**src/rtl/cr_seq_pkg.sv**
```systemverilog
`timescale 1ns/1ps
package cr_seq_pkg;
  localparam int NSTB = 4;
  // bit index of each strobe in the strobe vector
  typedef enum logic [1:0] {STB_ADDR, STB_DATA, STB_WRITE, STB_READ} stb_e;
  typedef enum logic [2:0] {PH_IDLE, PH_ADDR, PH_DATA, PH_WRITE, PH_READ} ph_e;
  typedef enum logic [1:0] {HS_IDLE, HS_RISE, HS_FALL} hs_e;
endpackage

```
**src/rtl/cr_req_check.sv**
```systemverilog
`timescale 1ns/1ps
module cr_req_check #(
  parameter int DW      = 16,
  parameter int CNT_W   = 7,
  parameter int MAX_CNT = 66,
  parameter int MAX_OFS = 'h201F
) (
  input  logic             is_wr_i,
  input  logic [DW-1:0]    ofs_i,
  input  logic [CNT_W-1:0] cnt_i,
  output logic             ok_o
);
  logic [DW:0] last;
  logic        ofs_ok, cnt_ok;

  assign last   = {1'b0, ofs_i} + (DW+1)'(cnt_i) - (DW+1)'(1);
  assign ofs_ok = ({1'b0, ofs_i} <= (DW+1)'(MAX_OFS));
  assign cnt_ok = (cnt_i != '0) && (cnt_i <= CNT_W'(MAX_CNT)) &&
                  (last <= (DW+1)'(MAX_OFS));
  assign ok_o   = ofs_ok && (is_wr_i || cnt_ok);
endmodule

```
**src/rtl/cr_hs_engine.sv**
```systemverilog
`timescale 1ns/1ps
module cr_hs_engine
  import cr_seq_pkg::*;
#(
  parameter int TIMEOUT = 500000
) (
  input  logic            clk_i,
  input  logic            rst_ni,
  input  logic            start_i,
  input  stb_e            sel_i,
  input  logic            ack_i,
  output logic [NSTB-1:0] strobe_o,
  output logic            hi_o,
  output logic            done_o,
  output logic            to_o
);
  localparam int TO_W = (TIMEOUT > 1) ? $clog2(TIMEOUT) : 1;

  hs_e             st_q;
  logic [1:0]      sel_q;
  logic [TO_W-1:0] cnt_q;
  logic            expired;

  assign expired = (cnt_q == TO_W'(TIMEOUT - 1));
  assign hi_o    = (st_q == HS_RISE) && ack_i;

  for (genvar g = 0; g < NSTB; g++) begin : g_stb
    assign strobe_o[g] = (st_q == HS_RISE) && (sel_q == 2'(g));
  end

  always_ff @(posedge clk_i or negedge rst_ni) begin
    if (!rst_ni) begin
      st_q   <= HS_IDLE;
      sel_q  <= '0;
      cnt_q  <= '0;
      done_o <= 1'b0;
      to_o   <= 1'b0;
    end else begin
      done_o <= 1'b0;
      to_o   <= 1'b0;
      unique case (st_q)
        HS_IDLE: if (start_i) begin
          st_q  <= HS_RISE;
          sel_q <= sel_i;
          cnt_q <= '0;
        end
        HS_RISE: begin
          if (ack_i) begin
            st_q  <= HS_FALL;
            cnt_q <= '0;
          end else if (expired) begin
            st_q <= HS_IDLE;
            to_o <= 1'b1;
          end else cnt_q <= cnt_q + 1'b1;
        end
        HS_FALL: begin
          if (!ack_i) begin
            st_q   <= HS_IDLE;
            done_o <= 1'b1;
          end else if (expired) begin
            st_q <= HS_IDLE;
            to_o <= 1'b1;
          end else cnt_q <= cnt_q + 1'b1;
        end
        default: st_q <= HS_IDLE;
      endcase
    end
  end

  p_one_strobe_r8: assert property (@(posedge clk_i) disable iff (!rst_ni)
    $onehot0(strobe_o));
  p_drop_on_ack_r2: assert property (@(posedge clk_i) disable iff (!rst_ni)
    (|strobe_o && ack_i) |=> (strobe_o == '0));
  p_ack_low_done_r7: assert property (@(posedge clk_i) disable iff (!rst_ni)
    done_o |-> !$past(ack_i));
endmodule

```
**src/rtl/cr_seq.sv**
```systemverilog
`timescale 1ns/1ps
module cr_seq
  import cr_seq_pkg::*;
#(
  parameter int DW      = 16,
  parameter int CNT_W   = 7,
  parameter int MAX_CNT = 66,
  parameter int MAX_OFS = 'h201F,
  parameter int TIMEOUT = 500000
) (
  input  logic             clk_i,
  input  logic             rst_ni,
  input  logic             req_i,
  input  logic             op_wr_i,
  input  logic [DW-1:0]    ofs_i,
  input  logic [DW-1:0]    wdata_i,
  input  logic [CNT_W-1:0] cnt_i,
  output logic             busy_o,
  output logic             done_o,
  output logic             err_o,
  output logic             rvalid_o,
  output logic [DW-1:0]    rdata_o,
  output logic [DW-1:0]    cr_din_o,
  output logic             cr_cap_addr_o,
  output logic             cr_cap_data_o,
  output logic             cr_write_o,
  output logic             cr_read_o,
  input  logic             cr_ack_i,
  input  logic [DW-1:0]    cr_dout_i
);
  ph_e              ph_q;
  logic             is_wr_q, start_q;
  logic [DW-1:0]    ofs_q, wdata_q;
  logic [CNT_W-1:0] left_q;
  logic             req_ok;
  stb_e             sel;
  logic [NSTB-1:0]  stb;
  logic             hs_hi, hs_done, hs_to;

  cr_req_check #(.DW(DW), .CNT_W(CNT_W), .MAX_CNT(MAX_CNT), .MAX_OFS(MAX_OFS)) u_chk (
    .is_wr_i(op_wr_i), .ofs_i(ofs_i), .cnt_i(cnt_i), .ok_o(req_ok));

  always_comb begin
    unique case (ph_q)
      PH_ADDR:  sel = STB_ADDR;
      PH_DATA:  sel = STB_DATA;
      PH_WRITE: sel = STB_WRITE;
      default:  sel = STB_READ;
    endcase
  end

  cr_hs_engine #(.TIMEOUT(TIMEOUT)) u_hs (
    .clk_i(clk_i), .rst_ni(rst_ni), .start_i(start_q), .sel_i(sel),
    .ack_i(cr_ack_i), .strobe_o(stb), .hi_o(hs_hi), .done_o(hs_done), .to_o(hs_to));

  assign cr_cap_addr_o = stb[STB_ADDR];
  assign cr_cap_data_o = stb[STB_DATA];
  assign cr_write_o    = stb[STB_WRITE];
  assign cr_read_o     = stb[STB_READ];
  assign busy_o        = (ph_q != PH_IDLE);

  always_ff @(posedge clk_i or negedge rst_ni) begin
    if (!rst_ni) begin
      ph_q     <= PH_IDLE;
      is_wr_q  <= 1'b0;
      start_q  <= 1'b0;
      ofs_q    <= '0;
      wdata_q  <= '0;
      left_q   <= '0;
      cr_din_o <= '0;
      done_o   <= 1'b0;
      err_o    <= 1'b0;
      rvalid_o <= 1'b0;
      rdata_o  <= '0;
    end else begin
      start_q  <= 1'b0;
      done_o   <= 1'b0;
      err_o    <= 1'b0;
      rvalid_o <= 1'b0;
      if (ph_q == PH_READ && hs_hi) rdata_o <= cr_dout_i;
      if (ph_q == PH_IDLE) begin
        if (req_i) begin
          if (!req_ok) begin
            done_o <= 1'b1;
            err_o  <= 1'b1;
          end else begin
            ph_q     <= PH_ADDR;
            start_q  <= 1'b1;
            is_wr_q  <= op_wr_i;
            ofs_q    <= ofs_i;
            wdata_q  <= wdata_i;
            cr_din_o <= ofs_i;
            left_q   <= op_wr_i ? CNT_W'(1) : cnt_i;
          end
        end
      end else if (hs_to) begin
        ph_q   <= PH_IDLE;
        done_o <= 1'b1;
        err_o  <= 1'b1;
      end else if (hs_done) begin
        unique case (ph_q)
          PH_ADDR: begin
            ph_q    <= is_wr_q ? PH_DATA : PH_READ;
            start_q <= 1'b1;
            if (is_wr_q) cr_din_o <= wdata_q;
          end
          PH_DATA: begin
            ph_q    <= PH_WRITE;
            start_q <= 1'b1;
          end
          PH_WRITE: begin
            ph_q   <= PH_IDLE;
            done_o <= 1'b1;
          end
          default: begin
            rvalid_o <= 1'b1;
            if (left_q == CNT_W'(1)) begin
              ph_q   <= PH_IDLE;
              done_o <= 1'b1;
            end else begin
              left_q   <= left_q - 1'b1;
              ofs_q    <= ofs_q + 1'b1;
              cr_din_o <= ofs_q + 1'b1;
              ph_q     <= PH_ADDR;
              start_q  <= 1'b1;
            end
          end
        endcase
      end
    end
  end

  p_err_done_r9: assert property (@(posedge clk_i) disable iff (!rst_ni)
    err_o |-> done_o);
  p_stb_busy_r8: assert property (@(posedge clk_i) disable iff (!rst_ni)
    (stb != '0) |-> busy_o);
  p_din_stable_r3: assert property (@(posedge clk_i) disable iff (!rst_ni)
    ((stb != '0) && $past(stb != '0)) |-> $stable(cr_din_o));
  p_reject_r6: assert property (@(posedge clk_i) disable iff (!rst_ni)
    (!busy_o && req_i && !req_ok) |=> (done_o && err_o && stb == '0 && !busy_o));
  p_abort_r7: assert property (@(posedge clk_i) disable iff (!rst_ni)
    hs_to |=> (done_o && err_o && stb == '0 && !rvalid_o));
endmodule

```
**config.mk**
```make
export PLATFORM = sky130hd
export DESIGN_NAME = cr_seq
export DESIGN_NICKNAME = d
export VERILOG_FILES = /design/src/rtl/cr_seq_pkg.sv /design/src/rtl/cr_req_check.sv /design/src/rtl/cr_hs_engine.sv /design/src/rtl/cr_seq.sv
export SDC_FILE = /design/constraint.sdc
export NUM_CORES = 1
export LEC_CHECK = 0
export BUFFER_PORTS_ARGS = -buffer_cell sky130_fd_sc_hd__buf_2
export CAP_MARGIN = 20
export CORE_MARGIN = 2
export CORE_UTILIZATION = 41
export CTS_CLUSTER_DIAMETER = 200
export DETAILED_ROUTE_END_ITERATION = 12
export PLACE_DENSITY = 0.71
export SLEW_MARGIN = 15
export SYNTH_ARGS = -nofsm -noshare
export SYNTH_HDL_FRONTEND = slang
export SYNTH_SLANG_ARGS = --single-unit
```
**constraint.sdc**
```tcl
create_clock -name clk_i -period 2.24 [get_ports clk_i]
set_input_delay 0.224 -clock clk_i [delete_from_list [all_inputs] [get_ports clk_i]]
set_output_delay 0.224 -clock clk_i [all_outputs]
set_load 0.005 [all_outputs]
```
## Yosys cells after proc, flatten, opt, wreduce, memory -nomap -nowiden

Index checks and enable logic that the tools add are counted.

- Input port bits: 60
- Bits in registers: 104
- Logic and storage cells: 137

- Add/subtract/negate cells: 5
- Order comparisons: 3
- Multiplexer cells: 65
- Reduce and logical (&&, ||, !) cells: 27
- Equal/unequal tests: 21

Operator list:

| kind | count |
|---|---|
| $mux W16 | 11 |
| $mux W19 | 4 |
| $pmux W19 S3 | 1 |
| $mux W7 | 8 |
| $pmux W16 S2 | 1 |
| $mux W1 | 24 |
| $add A19 B1 Y19 const B | 1 |
| $eq A19 B19 Y1 const B | 1 |
| $mux W3 | 6 |
| $add A16 B7 Y17 | 1 |
| $le A17 B14 Y1 const B | 1 |
| $sub A17 B1 Y17 const B | 1 |
| $add A16 B1 Y16 const B | 1 |
| $le A16 B14 Y1 const B | 1 |
| $ne A2 B2 Y1 const B | 6 |
| $pmux W2 S3 | 2 |
| $logic_and A1 B1 Y1 | 9 |
| $pmux W3 S3 | 1 |
| $reduce_and A3 Y1 | 3 |
| $reduce_bool A3 Y1 | 3 |
| $mux W2 | 4 |
| $eq A7 B1 Y1 const B | 1 |
| $le A7 B7 Y1 const B | 1 |
| $reduce_and A7 Y1 | 1 |
| other kinds (19) | 28 |

## Depth between registers and ports, before layout

- Depth in word-level cells: 9
- Depth in mapped cells: 16
- Depth with buffers taken out: 15

## By module

From an unflattened synthesis, not the netlist that was laid out.

- Cell total of the unflattened synthesis: 777
- Area, all modules: 6750.2 sq um

By module, submodules not included:

| module | times used | cells an instance | area each (sq um) | seq. area each (sq um) |
|---|---|---|---|---|
| cr_seq | 1 | 462 | 4139.0 | 1976.9 |
| cr_hs_engine | 1 | 148 | 1422.6 | 625.6 |
| cr_req_check | 1 | 167 | 1188.6 | 0.0 |

## Least setup slack after synthesis

Ideal clock, no wire load.

- Path type: input to register
- Start point: input port ofs_i[1]
- End point: register cr_din_o[10]
- Setup time: 0.125 ns
- Cell stages on the path: 16
- Setup slack: -1.247 ns
- Data arrival time: 3.362 ns
- Buffers on the path: 1
- Path through: inv_1 -> ha_1 -> inv_1 -> ha_1 -> inv_1 -> fa_1 -> nor2b_1 -> o211ai_1 -> a2111oi_0 -> nor4_1 -> a2111oi_4 -> a21oi_1 -> nand3b_4 -> a21oi_4 -> buf_8 -> mux2_4

- Word-level cells in the longest chain between the ends: 8

Ends and longest elaborated chain:

| what | line | text |
|---|---|---|
| start, declared | cr_seq.sv:15 | `input logic [DW-1:0] ofs_i,` |
| $add A16 B7 Y17 | cr_req_check.sv:16 | `assign last = {1'b0, ofs_i} + (DW+1)'(cnt_i) - (DW+1)'(1);` |
| $sub A17 B1 Y17 | cr_req_check.sv:16 |  |
| $le A17 B14 Y1 | cr_req_check.sv:19 | `(last <= (DW+1)'(MAX_OFS));` |
| $logic_and A1 B1 Y1 | cr_req_check.sv:18 | `assign cnt_ok = (cnt_i != '0) && (cnt_i <= CNT_W'(MAX_CNT)) &&` |
| $logic_or A1 B1 Y1 | cr_req_check.sv:20 | `assign ok_o = ofs_ok && (is_wr_i \|\| cnt_ok);` |
| $logic_and A1 B1 Y1 (*) | cr_req_check.sv:20 |  |
| $ne A2 B2 Y1 (no source line) (*) | n/a |  |
| $reduce_and A7 Y1 (no source line) (*) | n/a |  |
| end signal, assigned | cr_seq.sv:92 | `cr_din_o <= ofs_i;` |
| end signal, assigned | cr_seq.sv:105 | `if (is_wr_q) cr_din_o <= wdata_q;` |
| end signal, assigned | cr_seq.sv:123 | `cr_din_o <= ofs_q + 1'b1;` |
| end, declared | cr_seq.sv:23 | `output logic [DW-1:0] cr_din_o,` |

Every way passes the cells marked *; elsewhere a longest branch is shown, timed or not.
A chain may end at the register's enable or synchronous reset.

## Final worst setup path

- Start point: input port ofs_i[4]
- End point: register cr_din_o[9]

The elaborated chain is that of the path after synthesis.

==> impl_metrics.ini <==
[power]
seqPwrFrac = 0.394
p_per_area_mw_per_mm2 = 664
p_sw_mw = 2.04
p_leak_nw = 4.43
p_sw_frac = 0.327
peakVddDrop_mv = 0.477
power.share.clock = 0.262
combinationalPowerShare = 0.344
power.internal_mw = 4.19
design_power_total_mw = 6.22

[floorplan]
die-height_um = 133
ios = 100
initial_utilization = 0.415
die_width_um = 133
rows = 47
core-area_mm2 = 0.0164
dieArea_mm2 = 0.0177

[routing]
firstDrtPassIters = 6
vias_per_cell = 5.40
vias = 6414
ant_nets = 0
drtIter0Drc = 396
routed_wl_um = 18800
wl_per_cell_um = 15.8
drc = 0

[timing]
max-slew-margin-rel = 0.622
setup_viol = 60
fin_crit_ns = 3.07
tightest_slew_ns = 0.563
fmaxAchievable_ghz = 0.325
timing.final.max_slew_violations = 0
timing.hold.ws_ns = 0.0915
fin_setup_tns_ns = -43.72
setup_ws_ns = -0.833
fin_crit_sh = 1.37
skew_ns = 0.0117
finalHoldViolations = 0
rsz0062_at_grt = true

[cells_and_area]
num-nets-final = 1059
diodes = 0
drive_above_1_share = 0.385
post-route-util = 0.571
syn_to_final_growth_pct = 37.5

[setup_path]
path_delay_family = compound AO/OA/AOI/OAI gates
endpoint_kind = flop
critPathLaunchType = primary input
critical_path_class = primary input to flop
required_ns = 2.48
ff2ff_setup_slack_ns = 0.03
cp.arrival_ns = 3.32
crit_path_top_delay_cell = a2111oi_4
r2r_cells = 10
crit_buf_inv = 4
path_cells = buf_2, inv_1, ha_1, inv_1, ha_4, o211ai_1, o211ai_2, nand2_1, mux2_4, a2111oi_4, a21oi_2, nand3b_4, a21oi_4, clkbuf_16, mux2_4
timing.rr.start = ofs_q[0]$_DFFE_PN0P_
worst-path-max-fanout = 8
worstReg2RegEnd = cr_din_o[14]$_DFFE_PN0P_
slowest_delay_ns = 0.38

[logic_synthesis]
yosysSeqAreaShare = 0.382
syn-num-nets = 844
synth_edf_count = 0
avgSynthCellArea_um2 = 9.11
ys_ff_latch = 104
syn_inst = 748
synthArstFlopShare = 1.00
yosysWarnings = 0
synthDistinctLibCells = 70
ys.flop_type = dfrtp_1
syn_area_mm2 = 0.00682

[clocking]
clk_pin_slew_ns = 0.07
root_buffer = clkbuf_16
cts_tree = done
cts_sinks = 104
cts_buffer_depth = 2
insertion_delay_ns = 0.36
cts-htree-levels = 3
cts_made_buffers = 9

[global_routing]
globalRouteTotalUtil = 0.213
grt_pass1_vias = 6479
antenna_found_initial = 0
grt_max_degree = 37
grt_overflow = 0
grt_pass1_wl_um = 30500

[placement]
hpwl_um = 13800
dp_slack_ns = -1.28
numPortBuffers = 99
gp_congestion = 0.903

[min_path]
hold_depth = 2
hold_path.class = primary input to flop
hp-start = cr_dout_i[4]
whs_endpoint = rdata_o[4]$_DFFE_PN0P_

[outcome]
status = finished, violations left
violations = negative setup slack

[job]
drv_cap = 0
cells in the mapped netlist (4+ instances only):
library cell,instances,area [µm²]
nor4_1,4,25.0
o31ai_1,11,82.6
and2_1,4,25.0
nand2_1,64,240
xor2_1,12,105
a21oi_1,49,245
nor2b_1,8,50.1
nand3_1,25,125
o211ai_1,4,30.0
ha_1,35,438
nor3_1,7,35.0
and3_1,31,194
o2bb2ai_1,5,43.8
or3_1,5,31.3
nand4_1,11,68.8
mux2i_1,8,80.1
a211o_1,10,87.6
dfrtp_1,104,2600
mux2_2,40,450
o21ai_0,52,260
nand2b_1,10,62.6
buf_2,7,35.0
nor2_1,60,225
clkbuf_1,22,82.6
xnor2_1,16,140
a31oi_1,9,56.3
a21o_1,8,60.1
mux2_4,10,150
inv_1,57,214
layout by cell type (no fill, tap or decap), types with 4 or more instances in the layout:
cell / instances
xor2_1: 12
buf_4: 121
buf_6: 9
xnor2_1: 15
and3_1: 29
dfrtp_1: 104
nor3_1: 6
o211ai_1: 4
ha_4: 7
ha_1: 26
a21oi_1: 39
inv_2: 13
o21ai_0: 50
a31oi_1: 8
nand3_1: 25
nor2b_1: 7
inv_1: 40
o2bb2ai_1: 5
nand2b_1: 10
buf_12: 7
inv_6: 4
mux2_4: 19
a211o_1: 10
a21o_1: 8
a21oi_2: 10
nor2_1: 58
clkbuf_16: 11
or3_1: 4
buf_2: 94
o31ai_1: 10
mux2i_1: 8
mux2_2: 32
nand2_1: 63
nand4_1: 11
per-stage QoR:
| stage | cell area, µm² | cells |
|---|---|---|
| 2_1_floorplan | 6970 | 748 |
| 3_3_place_gp | 8570 | 1158 |
| 3_5_place_dp | 8570 | 1158 |
| 4_1_cts | 9150 | 1185 |
| 5_1_grt | 9370 | 1188 |
| 6_report | 9370 | 1188 |
timing repair:
| item | CTS | global route |
|---|---|---|
| hold buffers | 1 | 0 |
| endpoints found under the hold margin | 30 | 0 |
| buffers inserted | 9 | 4 |
| setup endpoints to repair | 64 | 68 |
| gates resized for setup | 37 | 43 |
| pin swaps | 7 | 10 |
| cloned | 1 | 1 |
routing by layer:
metal | track usage | wire length [µm] | vias to the layer above
met5 | 0 | 0 | -
met4 | 0.0663 | 441 | 0
met3 | 0.0352 | 700 | 34
met2 | 0.385 | 9510 | 157
met1 | 0.258 | 8130 | 3126
li1 | - | - | 3097
worst max path at each step:
stage	to	cells past startpoint	slack [ns]	startpoint
floorplan	cr_din_o[10]$_DFFE_PN0P_	16	-0.94	cnt_i[1]
global placement	cr_din_o[15]$_DFFE_PN0P_	17	-1.22	cnt_i[1]
detailed placement	cr_din_o[1]$_DFFE_PN0P_	17	-1.28	cnt_i[1]
CTS	cr_din_o[4]$_DFFE_PN0P_	17	-0.82	cnt_i[1]
global route	ofs_q[6]$_DFFE_PN0P_	16	-0.98	ofs_i[4]
finish	cr_din_o[9]$_DFFE_PN0P_	15	-0.83	ofs_i[4]
area by class of cell:
class                   instances  area (µm²)
flip-flops and latches        104        2600
well taps                     220         275
repair buffers                236        1710
clock buffers                   9         225
fillers                      1438        7040
multi-input cells             555        4250
clock inverters                 7        75.1
inverters                      57         235
sequential cells by signal (all words and copies together) (netlist names), 2 cells and up:
signal,count
wdata_q,16
rdata_o,16
ofs_q,16
u_hs.cnt_q,19
ph_q,3
u_hs.st_q,2
cr_din_o,16
u_hs.sel_q,2
left_q,7
cell families (layout without fill, tap and decap cells):
| kind of cell | Yosys count | in the layout | share of synthesized area |
|---|---|---|---|
| AO/OA/AOI/OAI | 185 | 185 | 0.178 |
| XOR/XNOR | 28 | 28 | 0.0360 |
| flip-flops | 104 | 104 | 0.382 |
| adder cells (fa/ha/maj) | 36 | 36 | 0.0672 |
| AND/OR/NAND/NOR | 247 | 247 | 0.182 |
| buffers and inverters | 89 | 309 | 0.0531 |
| multiplexers | 59 | 59 | 0.102 |
power groups by stage:
stage                     combinational [mW]  clock (mW)  sequential (mW)
final                                   2.14        1.63             2.45
after global routing                    2.35        1.73             2.50
after CTS                               2.02        1.67             2.45
after detailed placement                1.92           0             2.48
after global placement                  1.87           0             2.47
after floorplan                         1.16           0             2.42
worst register-to-register path: stages (launching register included):
cell and delay, ns:
dfrtp_1 0.39, ha_1 0.22, and3_1 0.20, and3_1 0.19, and3_1 0.22, nand4_1 0.12, xor2_1 0.19, inv_1 0.06
mux2i_1 0.16, a21oi_1 0.09, mux2_4 0.26
(Power assumes the default switching activity.)
